## src/rtl/adc_seq_pkg.sv

```systemverilog
`timescale 1ns/1ps
package adc_seq_pkg;

  typedef enum logic [1:0] {
    ST_IDLE  = 2'd0,
    ST_FRAME = 2'd1,
    ST_GAP   = 2'd2
  } seq_state_t;

  // Raise a programmed count to a floor.
  function automatic int unsigned floor_to(int unsigned val, int unsigned lo);
    return (val < lo) ? lo : val;
  endfunction

  // Falling-edge capture: the edge about to be issued is taken when fewer
  // than the frame's data edges have been issued so far.
  function automatic logic fall_takes(int unsigned issued, int unsigned frame_clks);
    return issued < frame_clks;
  endfunction

  // Rising-edge capture: rising edge k follows falling edge k; edges 1..N-1.
  function automatic logic rise_takes(int unsigned issued, int unsigned frame_clks);
    return (issued >= 1) && (issued < frame_clks);
  endfunction

endpackage

```

## src/rtl/adc_seq_clkdiv.sv

```systemverilog
`timescale 1ns/1ps
module adc_seq_clkdiv #(
  parameter int W = 8
) (
  input  logic         clk,
  input  logic         rst,
  input  logic         run_i,
  input  logic [W-1:0] half_i,
  output logic         tick_o
);

  logic [W-1:0] cnt_q;
  logic         at_end;

  assign at_end = (cnt_q == half_i - W'(1));
  assign tick_o = run_i && at_end;

  always_ff @(posedge clk) begin
    if (rst || !run_i) begin
      cnt_q <= '0;
    end else if (at_end) begin
      cnt_q <= '0;
    end else begin
      cnt_q <= cnt_q + W'(1);
    end
  end

endmodule

```

## src/rtl/adc_seq_capture.sv

```systemverilog
`timescale 1ns/1ps
module adc_seq_capture #(
  parameter int FRAME_CLKS = 16,
  parameter int DATA_W     = 12
) (
  input  logic              clk,
  input  logic              rst,
  input  logic              clear_i,
  input  logic              shift_i,
  input  logic              bit_i,
  input  logic              commit_i,
  output logic [DATA_W-1:0] result_o,
  output logic              lead_err_o,
  output logic              valid_o
);

  logic [FRAME_CLKS-1:0] sh_q;

  always_ff @(posedge clk) begin
    if (rst || clear_i) begin
      sh_q <= '0;
    end else if (shift_i) begin
      sh_q <= {sh_q[FRAME_CLKS-2:0], bit_i};
    end
  end

  always_ff @(posedge clk) begin
    if (rst) begin
      result_o   <= '0;
      lead_err_o <= 1'b0;
      valid_o    <= 1'b0;
    end else begin
      valid_o <= commit_i;
      if (commit_i) begin
        result_o   <= sh_q[DATA_W-1:0];
        lead_err_o <= |sh_q[FRAME_CLKS-1:DATA_W];
      end
    end
  end

endmodule

```

## src/rtl/adc_seq_gap.sv

```systemverilog
`timescale 1ns/1ps
module adc_seq_gap #(
  parameter int W = 8
) (
  input  logic         clk,
  input  logic         rst,
  input  logic         load_i,
  input  logic [W-1:0] len_i,
  output logic         done_o
);

  logic [W-1:0] len_q;
  logic [W-1:0] cnt_q;
  logic         active_q;

  assign done_o = active_q && (cnt_q == len_q - W'(1));

  always_ff @(posedge clk) begin
    if (rst) begin
      len_q    <= W'(1);
      cnt_q    <= '0;
      active_q <= 1'b0;
    end else if (load_i) begin
      len_q    <= len_i;
      cnt_q    <= '0;
      active_q <= 1'b1;
    end else if (done_o) begin
      active_q <= 1'b0;
    end else if (active_q) begin
      cnt_q <= cnt_q + W'(1);
    end
  end

endmodule

```

## src/rtl/adc_read_seq.sv

```systemverilog
`timescale 1ns/1ps
module adc_read_seq
  import adc_seq_pkg::*;
#(
  parameter int          DATA_W     = 12,
  parameter int          FRAME_CLKS = 16,
  parameter int          EXTRA_CLKS = 2,
  parameter int          DIV_W      = 8,
  parameter int          GAP_W      = 8,
  parameter int unsigned MIN_GAP    = 8
) (
  input  logic              clk,
  input  logic              rst,
  input  logic              start_i,
  input  logic              free_run_i,
  input  logic [DIV_W-1:0]  half_per_i,
  input  logic [GAP_W-1:0]  gap_i,
  input  logic              long_burst_i,
  input  logic              rise_cap_i,
  input  logic              abort_i,
  input  logic              sdata_i,
  output logic              cs_n_o,
  output logic              sclk_o,
  output logic [DATA_W-1:0] result_o,
  output logic              lead_err_o,
  output logic              valid_o
);

  localparam int CNT_W = $clog2(FRAME_CLKS + EXTRA_CLKS + 1);
  localparam logic [CNT_W-1:0] SHORT_END = CNT_W'(FRAME_CLKS);
  localparam logic [CNT_W-1:0] LONG_END  = CNT_W'(FRAME_CLKS + EXTRA_CLKS);

  seq_state_t       state_q;
  logic             cs_n_q;
  logic             sclk_q;
  logic [CNT_W-1:0] fall_cnt_q;
  logic [DIV_W-1:0] half_q;
  logic             long_q;
  logic             rise_q;

  // Named internal events, used by the logic and by the bound checker.
  logic             in_frame;
  logic             start_evt;
  logic             abort_evt;
  logic             tick;
  logic             fall_evt;
  logic             rise_evt;
  logic             frame_done;
  logic             sample_en;
  logic             gap_done;
  logic [CNT_W-1:0] last_fall;
  logic [DIV_W-1:0] half_eff;
  logic [GAP_W-1:0] gap_eff;

  assign in_frame   = (state_q == ST_FRAME);
  assign start_evt  = (state_q == ST_IDLE) && (start_i || free_run_i);
  assign abort_evt  = in_frame && abort_i;
  assign fall_evt   = in_frame && !abort_i && tick && sclk_q;
  assign rise_evt   = in_frame && !abort_i && tick && !sclk_q;
  assign last_fall  = long_q ? LONG_END : SHORT_END;
  assign frame_done = rise_evt && (fall_cnt_q == last_fall);
  assign sample_en  = rise_q
                    ? (rise_evt && rise_takes(32'(fall_cnt_q), FRAME_CLKS))
                    : (fall_evt && fall_takes(32'(fall_cnt_q), FRAME_CLKS));
  assign half_eff   = DIV_W'(floor_to(32'(half_per_i), 1));
  assign gap_eff    = GAP_W'(floor_to(32'(gap_i), MIN_GAP));

  adc_seq_clkdiv #(.W(DIV_W)) u_div (
    .clk    (clk),
    .rst    (rst),
    .run_i  (in_frame),
    .half_i (half_q),
    .tick_o (tick)
  );

  adc_seq_capture #(.FRAME_CLKS(FRAME_CLKS), .DATA_W(DATA_W)) u_cap (
    .clk        (clk),
    .rst        (rst),
    .clear_i    (start_evt),
    .shift_i    (sample_en),
    .bit_i      (sdata_i),
    .commit_i   (frame_done),
    .result_o   (result_o),
    .lead_err_o (lead_err_o),
    .valid_o    (valid_o)
  );

  adc_seq_gap #(.W(GAP_W)) u_gap (
    .clk    (clk),
    .rst    (rst),
    .load_i (frame_done || abort_evt),
    .len_i  (gap_eff),
    .done_o (gap_done)
  );

  always_ff @(posedge clk) begin
    if (rst) begin
      state_q    <= ST_IDLE;
      cs_n_q     <= 1'b1;
      sclk_q     <= 1'b1;
      fall_cnt_q <= '0;
      half_q     <= DIV_W'(1);
      long_q     <= 1'b0;
      rise_q     <= 1'b0;
    end else begin
      case (state_q)
        ST_IDLE: begin
          if (start_evt) begin
            state_q    <= ST_FRAME;
            cs_n_q     <= 1'b0;
            fall_cnt_q <= '0;
            half_q     <= half_eff;
            long_q     <= long_burst_i;
            rise_q     <= rise_cap_i;
          end
        end
        ST_FRAME: begin
          if (abort_evt || frame_done) begin
            state_q <= ST_GAP;
            cs_n_q  <= 1'b1;
            sclk_q  <= 1'b1;
          end else if (fall_evt) begin
            sclk_q     <= 1'b0;
            fall_cnt_q <= fall_cnt_q + CNT_W'(1);
          end else if (rise_evt) begin
            sclk_q <= 1'b1;
          end
        end
        ST_GAP: begin
          if (gap_done) begin
            state_q <= ST_IDLE;
          end
        end
        default: state_q <= ST_IDLE;
      endcase
    end
  end

  assign cs_n_o = cs_n_q;
  assign sclk_o = sclk_q;

endmodule

```

## config.mk

```make
export PLATFORM = sky130hd
export DESIGN_NAME = adc_read_seq
export DESIGN_NICKNAME = d
export VERILOG_FILES = /design/src/rtl/adc_seq_pkg.sv /design/src/rtl/adc_seq_clkdiv.sv /design/src/rtl/adc_seq_capture.sv /design/src/rtl/adc_seq_gap.sv /design/src/rtl/adc_read_seq.sv
export SDC_FILE = /design/constraint.sdc
export NUM_CORES = 1
export LEC_CHECK = 0
export ABC_AREA = 1
export BUFFER_PORTS_ARGS = -buffer_cell sky130_fd_sc_hd__buf_2
export CAP_MARGIN = 20
export CORE_MARGIN = 3
export CORE_UTILIZATION = 52
export DETAILED_ROUTE_END_ITERATION = 12
export GPL_ROUTABILITY_DRIVEN = 0
export PLACE_DENSITY = 0.75
export SYNTH_ARGS = -nofsm -noshare
export SYNTH_HDL_FRONTEND = slang
export SYNTH_SLANG_ARGS = --single-unit
```

## constraint.sdc

```tcl
create_clock -name clk -period 1.9 [get_ports clk]
set_input_delay 0.285 -clock clk [delete_from_list [all_inputs] [get_ports clk]]
set_output_delay 0.285 -clock clk [all_outputs]
set_load 0.05 [all_outputs]
```

==> results of run 1 <==
==> cells in the final DEF, fill, tap and decap left out, types with 4 or more instances in the layout <==
master    synthesis  layout
nor2_1           63      62
nand2_4           0       4
nand3_2           5      10
clkinv_2          0       4
inv_2             4       4
a21oi_2           0      20
nand2_2           2       5
dfxtp_1          74      72
ha_1              6       5
nand2_1         140     133
xor2_1           16      16
xnor2_1          12      12
buf_4             0      14
clkbuf_8          0      10
inv_1            69      68
buf_2            10      39
a21oi_1          48      28
o21ai_0           9       7
nand4_1           8       8
nand3_1          59      53
==> sequential cells by signal, summed over array words and instances, names as in the netlist, 2 cells and up <==
signal          count
u_gap.len_q         8
fall_cnt_q          5
u_cap.result_o     12
u_gap.cnt_q         8
half_q              8
u_div.cnt_q         8
state_q             2
u_cap.sh_q         16
==> cells by family (layout without fill, tap and decap cells) <==
kind of cell / count (synthesis) / after routing / synth area share (%)
AO/OA/AOI/OAI: 62 / 62 / 8.43
buffers and inverters: 93 / 149 / 9.94
AND/OR/NAND/NOR: 294 / 295 / 34.2
flip-flops: 74 / 74 / 39.0
XOR/XNOR: 28 / 28 / 6.45
adder cells (fa/ha/maj): 6 / 6 / 1.98
==> metal layers <==
metal / vias to the layer above / track usage [%]
li1: 1870 / -
met1: 1635 / 26.7
met2: 51 / 34.5
met3: 13 / 2.98
met4: 0 / 10.1
met5: - / 0
==> cell usage after synthesis, drive strengths merged <==
library cell	count
nand4	8
a22o	2
and3	1
dfxtp	74
xor2	16
nor2	67
nor3	3
ha	6
nand3b	3
inv	73
nor4	2
buf	13
o21ai	11
xnor2	12
or2	1
nor3b	2
nand3	65
nand2	142
a22oi	1
a21oi	48
clkbuf	7
==> critical path, delay by kind of cell, from the launching register on <==
kind | cells | cell delay (ns)
xor+xnor | 1 | 0.14
fa+ha+maj | 1 | 0.25
buf+inv | 2 | 0.23
flops | 1 | 0.36
simple gates | 7 | 0.85
==> final cells by class <==
type                    count  area (µm²)
clock buffers              10         138
clock inverters             6        80.1
fillers                   590        2300
inverters                  73         279
multi-input cells         391        2130
flip-flops and latches     74        1480
well taps                  96         120
repair buffers             60         419
==> report_power, final <==
part           leakage (nW)  total (mW)  switching [mW]  internal, mW
registers             0.601        1.66          0.0603          1.60
logic                  1.54       0.560           0.336         0.224
clock network         0.116        1.35           0.583         0.766
total                  2.26        3.57           0.979          2.59
==> how the worst max path moves through the flow <==
stage	slack, ns	startpoint	end	depth (start not counted)
detailed placement	-0.13	half_q[1]	u_cap.result_o[4]	11
CTS	-0.06	half_q[1]	cs_n_o	13
global placement	-0.06	half_q[1]	u_cap.result_o[9]	11
global route	-0.23	half_q[1]	u_gap.len_q[5]	11
finish	-0.07	half_q[1]	u_gap.len_q[0]	11
floorplan	0.01	half_q[1]	u_cap.sh_q[10]	11
==> what timing repair did <==
| item | in CTS | in global routing |
|---|---|---|
| endpoints found under the setup margin | 54 | 56 |
| setup buffers | 2 | 1 |
| cloned | 1 | 2 |
| resized for setup | 20 | 25 |
| pin swaps | 3 | 4 |
==> flow_metrics.env, run 1 <==
export IMPL_worst_setup_path_end_kind="flop"
export IMPL_cts_tree="yes"
export IMPL_final_setup_worst_slack_ns=-0.0683
export IMPL_clock_latency_ns=0.34
export IMPL_seq_area_frac_synth_pct=39.0
export IMPL_dr_wl_met3_um=261
export IMPL_whs_ns=0.144
export IMPL_drive_gt1_share_pct=21.7
export IMPL_synth_fp_nets=587
export IMPL_drt_wirelength_per_cell_um=12.4
export IMPL_fmax_mhz=508
export IMPL_cts_buffer_depth=2
export IMPL_core_mm2=0.00694
export IMPL_finalCriticalPeriod_ns=1.97
export IMPL_tns_ns=-1.51
export IMPL_final_nets=639
export IMPL_met1_length_um=3990
export IMPL_antenna_found_initial=0
export IMPL_power_leakage_nw=2.26
export IMPL_fp_dieH_um=91.5
export IMPL_drv_cap=0
export IMPL_wl_um=8790
export IMPL_critPathRequiredTime_ns=2.11
export IMPL_grt_pass1_wl_um=14500
export IMPL_avgSynthCellArea_um2=6.82
export IMPL_synth_area_leaders="dfxtp_1 (39%), nand2_1 (14%), nand3_1 (7.8%), inv_1 (6.8%), a21oi_1 (6.3%)"
export IMPL_syn_inst=557
export IMPL_r2r_start="half_q[1]"
export IMPL_status="finished with violations"
export IMPL_synth_seq_cells=74
export IMPL_dieWidth_um=91.5
export IMPL_synth_area_mm2=0.00380
export IMPL_startpoint_type="flop"
export IMPL_worst_slew_margin_rel_pct=49.6
export IMPL_htreeDepth=3
export IMPL_min_from="rise_cap_i"
export IMPL_dpl_cell_area_mm2=0.00420
export IMPL_ys_types=31
export IMPL_syn2layout_area_growth_pct=22.3
export IMPL_ir_worst_vdd_mv=0.444
export IMPL_ant_nets=0
export IMPL_groute_usage_overall_pct=20.9
export IMPL_worst_slew_pin_slew_ns=0.754
export IMPL_total_power_mw=3.57
export IMPL_highest_layer="met4"
export IMPL_post_drt_via_cell_ratio=5.03
export IMPL_firstDrtPassIters=4
export IMPL_clk_pin_slew_worst_paths_ns=0.07
export IMPL_hold_viol=0
export IMPL_place_ws_ns=-0.129
export IMPL_yosysTopAreaCellShare_pct=39.0
export IMPL_core_rowCount=30
export IMPL_finClkSkew_ns=0.00638
export IMPL_cts_sinks=74
export IMPL_placedCellCount=688
export IMPL_crit_path_max_incr_delay_ns=0.36
export IMPL_hold_path_class="in2reg"
export IMPL_path_cells="inv_2 -> ha_4 -> xor2_1 -> nand3_1 -> nor2_1 -> nand3_2 -> nor2_4 -> nand3_4 -> buf_12 -> nand3_1 -> nand3_1"
export IMPL_grt_start_max_net_pins=36
export IMPL_grt_setup_unrepaired="true"
export IMPL_cp_max_fo=18
export IMPL_slew_viol_final=0
export IMPL_drc_errors=0
export IMPL_cts_root_buf="clkbuf_8"
export IMPL_vias=3569
export IMPL_cp_arrival_ns=2.17
export IMPL_violations="setup timing"
export IMPL_setup_viol=43
export IMPL_grt_ovfl_total=0
export IMPL_cts_hold_buf=0
export IMPL_die_area_mm2=0.00837
export IMPL_powerDensity_mw_per_mm2=769
export IMPL_cp_common_cell="nand3_1"
export IMPL_worstReg2RegEnd="u_gap.len_q[0]"
export IMPL_reg2reg_slack_ns=-0.07
export IMPL_hpwl_um=5810
export IMPL_ios=40
export IMPL_wl_met2_um=4370
export IMPL_final_core_util_pct=66.9
export IMPL_final_cell_area_mm2=0.00465
export IMPL_synth_warnings=0
export IMPL_fin_cells=710
export IMPL_critPathSlowestCell="dfxtp_2"
export IMPL_worstRegToRegCells=11
export IMPL_grt_pass1_vias=3248
export IMPL_fin_crit_sh_pct=104
export IMPL_numCtsBuffers=9
export IMPL_io_buffers=39
export IMPL_hold_depth=3
export IMPL_drt_iter0_markers=163
export IMPL_n_antenna_cell=0
export IMPL_crit_type="reg2reg"
export IMPL_yosysTopAreaCell="dfxtp_1"
export IMPL_holdPathEnd="rise_q"
export IMPL_initial_core_util_pct=54.7
Note: power is estimated with default switching activity, not from simulation.
==> run 2: changes to the inputs <==
--- a/config.mk
+++ b/config.mk
@@ -8,7 +8,6 @@
 export ABC_AREA = 1
 export BUFFER_PORTS_ARGS = -buffer_cell sky130_fd_sc_hd__buf_2
 export CAP_MARGIN = 20
-export CORE_MARGIN = 3
 export CORE_UTILIZATION = 52
 export DETAILED_ROUTE_END_ITERATION = 12
 export GPL_ROUTABILITY_DRIVEN = 0
==> constraint.sdc (replaced) <==
create_clock -name clk -period 1.9 [get_ports clk]
set_input_delay 0.095 -clock clk [delete_from_list [all_inputs] [get_ports clk]]
set_output_delay 0.095 -clock clk [all_outputs]
set_load 0.05 [all_outputs]
==> run 2 against run 1 <==
  * The run still ends with setup timing left
  * Clock skew is 0.0066 ns higher
  * Maximum frequency down 0.50%
  * Via count up 1.1%
  * Final cell count grew 1.1%
  * Global-route usage grew 2.5 points
  * Largest cell class unchanged
  * Largest power group unchanged
==> flow_metrics.env, run 2 (synthesis gave the netlist of run 1 again) <==
export IMPL_hold_path_class="in2reg"
export IMPL_final_nets=648
export IMPL_post_drt_via_cell_ratio=5.03
export IMPL_seqPwrFrac_pct=46.3
export IMPL_drc_errors=0
export IMPL_grt_setup_unrepaired="true"
export IMPL_reg_largest_list="u_cap.sh_q (16), u_cap.result_o (12)"
export IMPL_cts_buffer_depth=2
export IMPL_path_cells="inv_2 -> ha_4 -> inv_1 -> nand2_1 -> nand3b_1 -> nand3_1 -> nor2_1 -> nand3_2 -> nor2_4 -> nand3_4 -> clkbuf_16 -> nand3_4 -> a21oi_1"
export IMPL_worst_slew_pin_slew_ns=0.883
export IMPL_hpwl_um=5750
export IMPL_final_common_cell="nand2_1"
export IMPL_crit_type="reg2reg"
export IMPL_wl_um=8790
export IMPL_cts_sinks=74
export IMPL_final_cell_mix="nand2_1 (133), dfxtp_1 (72), inv_1 (68), nor2_1 (63), nand3_1 (52)"
export IMPL_cts_tree="yes"
export IMPL_vias=3608
export IMPL_syn2layout_area_growth_pct=25.7
export IMPL_clockPowerShare_pct=37.6
export IMPL_nFillCells=581
export IMPL_worst_setup_path_end_kind="flop"
export IMPL_critPathRequiredTime_ns=2.12
export IMPL_cp_max_fo=17
export IMPL_grt_ovfl_total=0
export IMPL_fp_dieH_um=87.5
export IMPL_p_comb_share_pct=16.1
export IMPL_powerDensity_mw_per_mm2=753
export IMPL_ant_nets=0
export IMPL_clk_pin_slew_worst_paths_ns=0.08
export IMPL_p_sw_mw=0.986
export IMPL_fin_crit_sh_pct=104
export IMPL_status="finished with violations"
export IMPL_worst_slew_margin_rel_pct=41.0
export IMPL_ir_worst_vdd_mv=0.405
export IMPL_firstDrtPassIters=5
export IMPL_final_cell_area_mm2=0.00478
export IMPL_critPathLaunch="half_q[1]"
export IMPL_critPathSlowestCell="dfxtp_2"
export IMPL_hold_viol=0
export IMPL_r2r_start="half_q[1]"
export IMPL_placedCellCount=685
export IMPL_regMostFlops="u_cap.sh_q"
export IMPL_sw_frac_of_total_pct=27.4
export IMPL_power_leakage_nw=2.29
export IMPL_clock_latency_ns=0.34
export IMPL_final_core_util_pct=68.8
export IMPL_groute_usage_overall_pct=23.4
export IMPL_whs_ns=0.0463
export IMPL_crit_path_max_incr_delay_ns=0.36
export IMPL_core_rowCount=30
export IMPL_initial_core_util_pct=54.7
export IMPL_htreeDepth=3
export IMPL_min_from="half_per_i[0]"
export IMPL_p_int_mw=2.61
export IMPL_dpl_cell_area_mm2=0.00417
export IMPL_drt_wirelength_per_cell_um=12.2
export IMPL_fin_cells=718
export IMPL_startpoint_type="flop"
export IMPL_finalCriticalPeriod_ns=1.98
export IMPL_cp_common_cell="nand3_4"
export IMPL_total_power_mw=3.60
export IMPL_antenna_found_initial=0
export IMPL_numCtsBuffers=9
export IMPL_io_buffers=39
export IMPL_largest_reg_flops=16
export IMPL_drive_gt1_share_pct=20.6
export IMPL_grt_start_max_net_pins=35
export IMPL_dieWidth_um=87.5
export IMPL_cp_arrival_ns=2.20
export IMPL_drv_cap=0
export IMPL_grt_pass1_wl_um=13900
export IMPL_grt_pass1_vias=3163
export IMPL_drt_iter0_markers=150
export IMPL_fmax_mhz=506
export IMPL_finClkSkew_ns=0.0130
export IMPL_violations="setup timing"
export IMPL_die_area_mm2=0.00765
export IMPL_slew_viol_final=0
export IMPL_core_mm2=0.00694
export IMPL_n_antenna_cell=0
export IMPL_ios=40
export IMPL_setup_viol=54
export IMPL_final_setup_worst_slack_ns=-0.0782
export IMPL_cts_root_buf="clkbuf_8"
## run 2: critical path: cells and delay by family (launching register included)
| kind | cells | cell delay, ns |
|---|---|---|
| simple gates | 8 | 0.95 |
| buf+inv | 3 | 0.32 |
| compound gates | 1 | 0.07 |
| fa+ha+maj | 1 | 0.17 |
| flops | 1 | 0.36 |
## run 2: worst paths after layout
check              endpoint  slack [ns]  cells after the start
max          u_gap.cnt_q[0]       -0.08                     13
min               half_q[0]        0.05                      3
max reg2reg  u_gap.cnt_q[0]       -0.08                     13
min reg2reg          cs_n_o        0.45                      2
## run 2: power groups by stage
stage / logic [mW] / clock network (mW) / registers [mW]
after global routing: 0.647 / 1.45 / 1.67
final: 0.580 / 1.35 / 1.66
after CTS: 0.546 / 1.36 / 1.66
after global placement: 0.490 / 0 / 1.69
after detailed placement: 0.507 / 0 / 1.70
after floorplan: 0.366 / 0 / 1.69
## run 2: what timing repair did
item,CTS,global route
pin swaps,6,7
hold buffers,14,0
gates resized for setup,20,31
gates cloned,0,2
setup endpoints to repair,55,56
buffers inserted,1,1
hold endpoints to repair,14,0
## run 2: final cells by class
cell class,instances,area [µm²],area share (%)
Clock buffer,11,141,2.96
Multi-Input combinational cell,391,2150,45.0
Inverter,73,282,5.89
Sequential cell,74,1480,31.1
Clock inverter,4,76.3,1.60
Timing Repair Buffer,69,522,10.9
Tap cell,96,120,2.51
## run 2: through the flow
stage               setup slack (ns)  TNS [ns]
floorplan                     0.0137         0
global placement             -0.0639     -1.49
detailed placement            -0.124     -4.15
CTS                          -0.0760     -1.72
global route                  -0.253    -11.30
finish                       -0.0782     -2.53
## run 2: routing by layer
layer  up-vias  track usage [%]  part of all wire (%)
met5         -                0                     0
met4         0             9.84                   1.3
met3        10             4.08                   2.7
met2        60             38.9                    50
met1      1652             29.8                    46
li1       1886                -                     -
==> run 3: changes to the inputs <==
--- a/config.mk
+++ b/config.mk
@@ -12,6 +12,7 @@
 export DETAILED_ROUTE_END_ITERATION = 12
 export GPL_ROUTABILITY_DRIVEN = 0
 export PLACE_DENSITY = 0.75
+export REMOVE_ABC_BUFFERS = 1
 export SYNTH_ARGS = -nofsm -noshare
 export SYNTH_HDL_FRONTEND = slang
 export SYNTH_SLANG_ARGS = --single-unit
==> run 3 against run 2 <==
  * The run still ends with setup timing left
  * Non-clock buffer count grew 6
  * Flip-flop and latch count is the same
  * Register-to-register slack lost 0.07 ns
  * Critical path depth grew 2
  * Largest power group unchanged
  * Maximum frequency shrank 3.5%
  * Clock-buffer cell count shrank 1
  * Largest cell class unchanged
  * Highest routed layer unchanged
==> flow_metrics.env, run 3 (synthesis gave the netlist of run 1 again) <==
export IMPL_regMostFlops="u_cap.sh_q"
export IMPL_largest_reg_flops=16
export IMPL_grt_setup_unrepaired="true"
export IMPL_drv_cap=0
export IMPL_cp_common_cell="nand2_1"
export IMPL_grt_pass1_wl_um=15400
export IMPL_post_drt_via_cell_ratio=5.26
export IMPL_critPathLaunch="half_q[1]"
export IMPL_initial_core_util_pct=54.7
export IMPL_clock_latency_ns=0.35
export IMPL_critPathRequiredTime_ns=2.15
export IMPL_crit_path_end="u_cap.sh_q[12]"
export IMPL_final_cell_mix="nand2_1 (132), dfxtp_1 (71), inv_1 (67), nor2_1 (59), nand3_1 (51)"
export IMPL_worst_slew_pin_slew_ns=0.814
export IMPL_ir_worst_vdd_mv=0.525
export IMPL_clk_pin_slew_worst_paths_ns=0.08
export IMPL_final_nets=655
export IMPL_htreeDepth=3
export IMPL_dieWidth_um=87.5
export IMPL_io_buffers=39
export IMPL_core_rowCount=30
export IMPL_wl_um=9990
export IMPL_die_area_mm2=0.00765
export IMPL_critPathSlowestCell="dfxtp_2"
export IMPL_worst_setup_path_end_kind="flop"
export IMPL_cts_buffer_depth=2
export IMPL_r2r_start="half_q[1]"
export IMPL_status="finished with violations"
export IMPL_ios=40
export IMPL_finalCriticalPeriod_ns=2.05
export IMPL_worst_slew_margin_rel_pct=45.6
export IMPL_total_power_mw=3.64
export IMPL_drt_iter0_markers=261
export IMPL_numCtsBuffers=9
export IMPL_final_setup_worst_slack_ns=-0.149
export IMPL_hpwl_um=5710
export IMPL_path_cells="buf_6 -> nor2_4 -> nand2_1 -> nor2_2 -> nand2_1 -> nand2_1 -> nand2_1 -> inv_2 -> nand3_2 -> nor2_4 -> buf_6 -> nand3_4 -> buf_12 -> a21oi_1 -> nor2_1"
export IMPL_setup_viol=45
export IMPL_final_cell_area_mm2=0.00498
export IMPL_cp_max_fo=8
export IMPL_worstRegToRegCells=15
export IMPL_power_leakage_nw=2.37
export IMPL_grt_start_max_net_pins=36
export IMPL_firstDrtPassIters=4
export IMPL_violations="setup timing"
export IMPL_fin_crit_sh_pct=108
export IMPL_crit_type="reg2reg"
export IMPL_reg_largest_list="u_cap.sh_q (16), u_cap.result_o (12)"
export IMPL_hold_depth=2
export IMPL_place_ws_ns=-0.121
export IMPL_ant_nets=0
export IMPL_cts_tree="yes"
export IMPL_grt_pass1_vias=3479
export IMPL_powerDensity_mw_per_mm2=730
export IMPL_antenna_found_initial=0
export IMPL_vias=3821
export IMPL_groute_usage_overall_pct=25.6
export IMPL_final_common_cell="nand2_1"
export IMPL_hold_viol=0
export IMPL_drive_gt1_share_pct=23.5
export IMPL_crit_path_max_incr_delay_ns=0.33
export IMPL_nFillCells=513
export IMPL_worstReg2RegEnd="u_cap.sh_q[12]"
export IMPL_startpoint_type="flop"
export IMPL_dpl_cell_area_mm2=0.00415
export IMPL_hold_path_class="in2reg"
export IMPL_cts_sinks=74
export IMPL_reg2reg_slack_ns=-0.15
export IMPL_n_antenna_cell=0
export IMPL_fp_dieH_um=87.5
export IMPL_drc_errors=0
export IMPL_fmax_mhz=488
export IMPL_finClkSkew_ns=0.00937
export IMPL_slew_viol_final=0
export IMPL_drt_wirelength_per_cell_um=13.8
export IMPL_core_mm2=0.00694
export IMPL_cts_root_buf="clkbuf_8"
export IMPL_cp_arrival_ns=2.30
export IMPL_grt_ovfl_total=0
export IMPL_syn2layout_area_growth_pct=31.0
## run 3: worst min path at each step
stage | startpoint | end | slack (ns)
2_1_floorplan | rst | fall_cnt_q[2] | 0.16
3_3_place_gp | rise_cap_i | rise_q | 0.29
3_5_place_dp | rise_cap_i | rise_q | 0.30
4_1_cts | gap_i[4] | u_gap.len_q[4] | 0.005
5_1_grt | gap_i[0] | u_gap.len_q[0] | 0.06
6_report | rst | fall_cnt_q[3] | 0.06
## run 3: stage by stage
stage	instances	hold slack, ns	TNS (ns)	utilization [%]
floorplan	537	0.164	-7.30	-
global placement	685	0.290	-0.908	59.7
detailed placement	685	0.303	-3.30	59.7
CTS	720	0.00465	-1.46	67.5
global route	726	0.0602	-10.14	71.7
finish	726	0.0554	-3.20	71.7
## run 3: metal layers
layer,share of wire [%],global-route usage [%],wire [µm]
met4,1.1,6.56,105
met3,6.7,7.20,673
met5,0,0,0
met2,49,44.4,4890
met1,43,31.2,4320
## run 3: cell type report
cell class              instances  area [µm²]  area share (%)
well taps                      96         120            2.41
multi-input cells             392        2220            44.6
clock inverters                 6        90.1            1.81
repair buffers                 75         653            13.1
clock buffers                  10         128            2.56
inverters                      73         282            5.65
flip-flops and latches         74        1490            29.8
## run 3: report_power, final
| part | leakage [nW] | switching, mW | internal, mW |
|---|---|---|---|
| logic | 1.66 | 0.361 | 0.253 |
| registers | 0.600 | 0.0610 | 1.60 |
| clock network | 0.107 | 0.612 | 0.745 |
## run 3: repair_timing
| item | 4_1_cts | 5_1_grt |
|---|---|---|
| endpoints found under the hold margin | 13 | 1 |
| resized for setup | 32 | 46 |
| hold buffers | 13 | 1 |
| pin swaps | 10 | 15 |
| setup endpoints to repair | 54 | 56 |
| cloned | 3 | 5 |
| setup buffers | 3 | 2 |
## run 3: worst max-delay path: cells and delay by family, from the launching register on
kind                   cells  cell delay, ns
and+or+nand+nor           10            0.95
buffers and inverters      4            0.48
DFF                        1            0.33
AOI/OAI and AO/OA          1            0.17
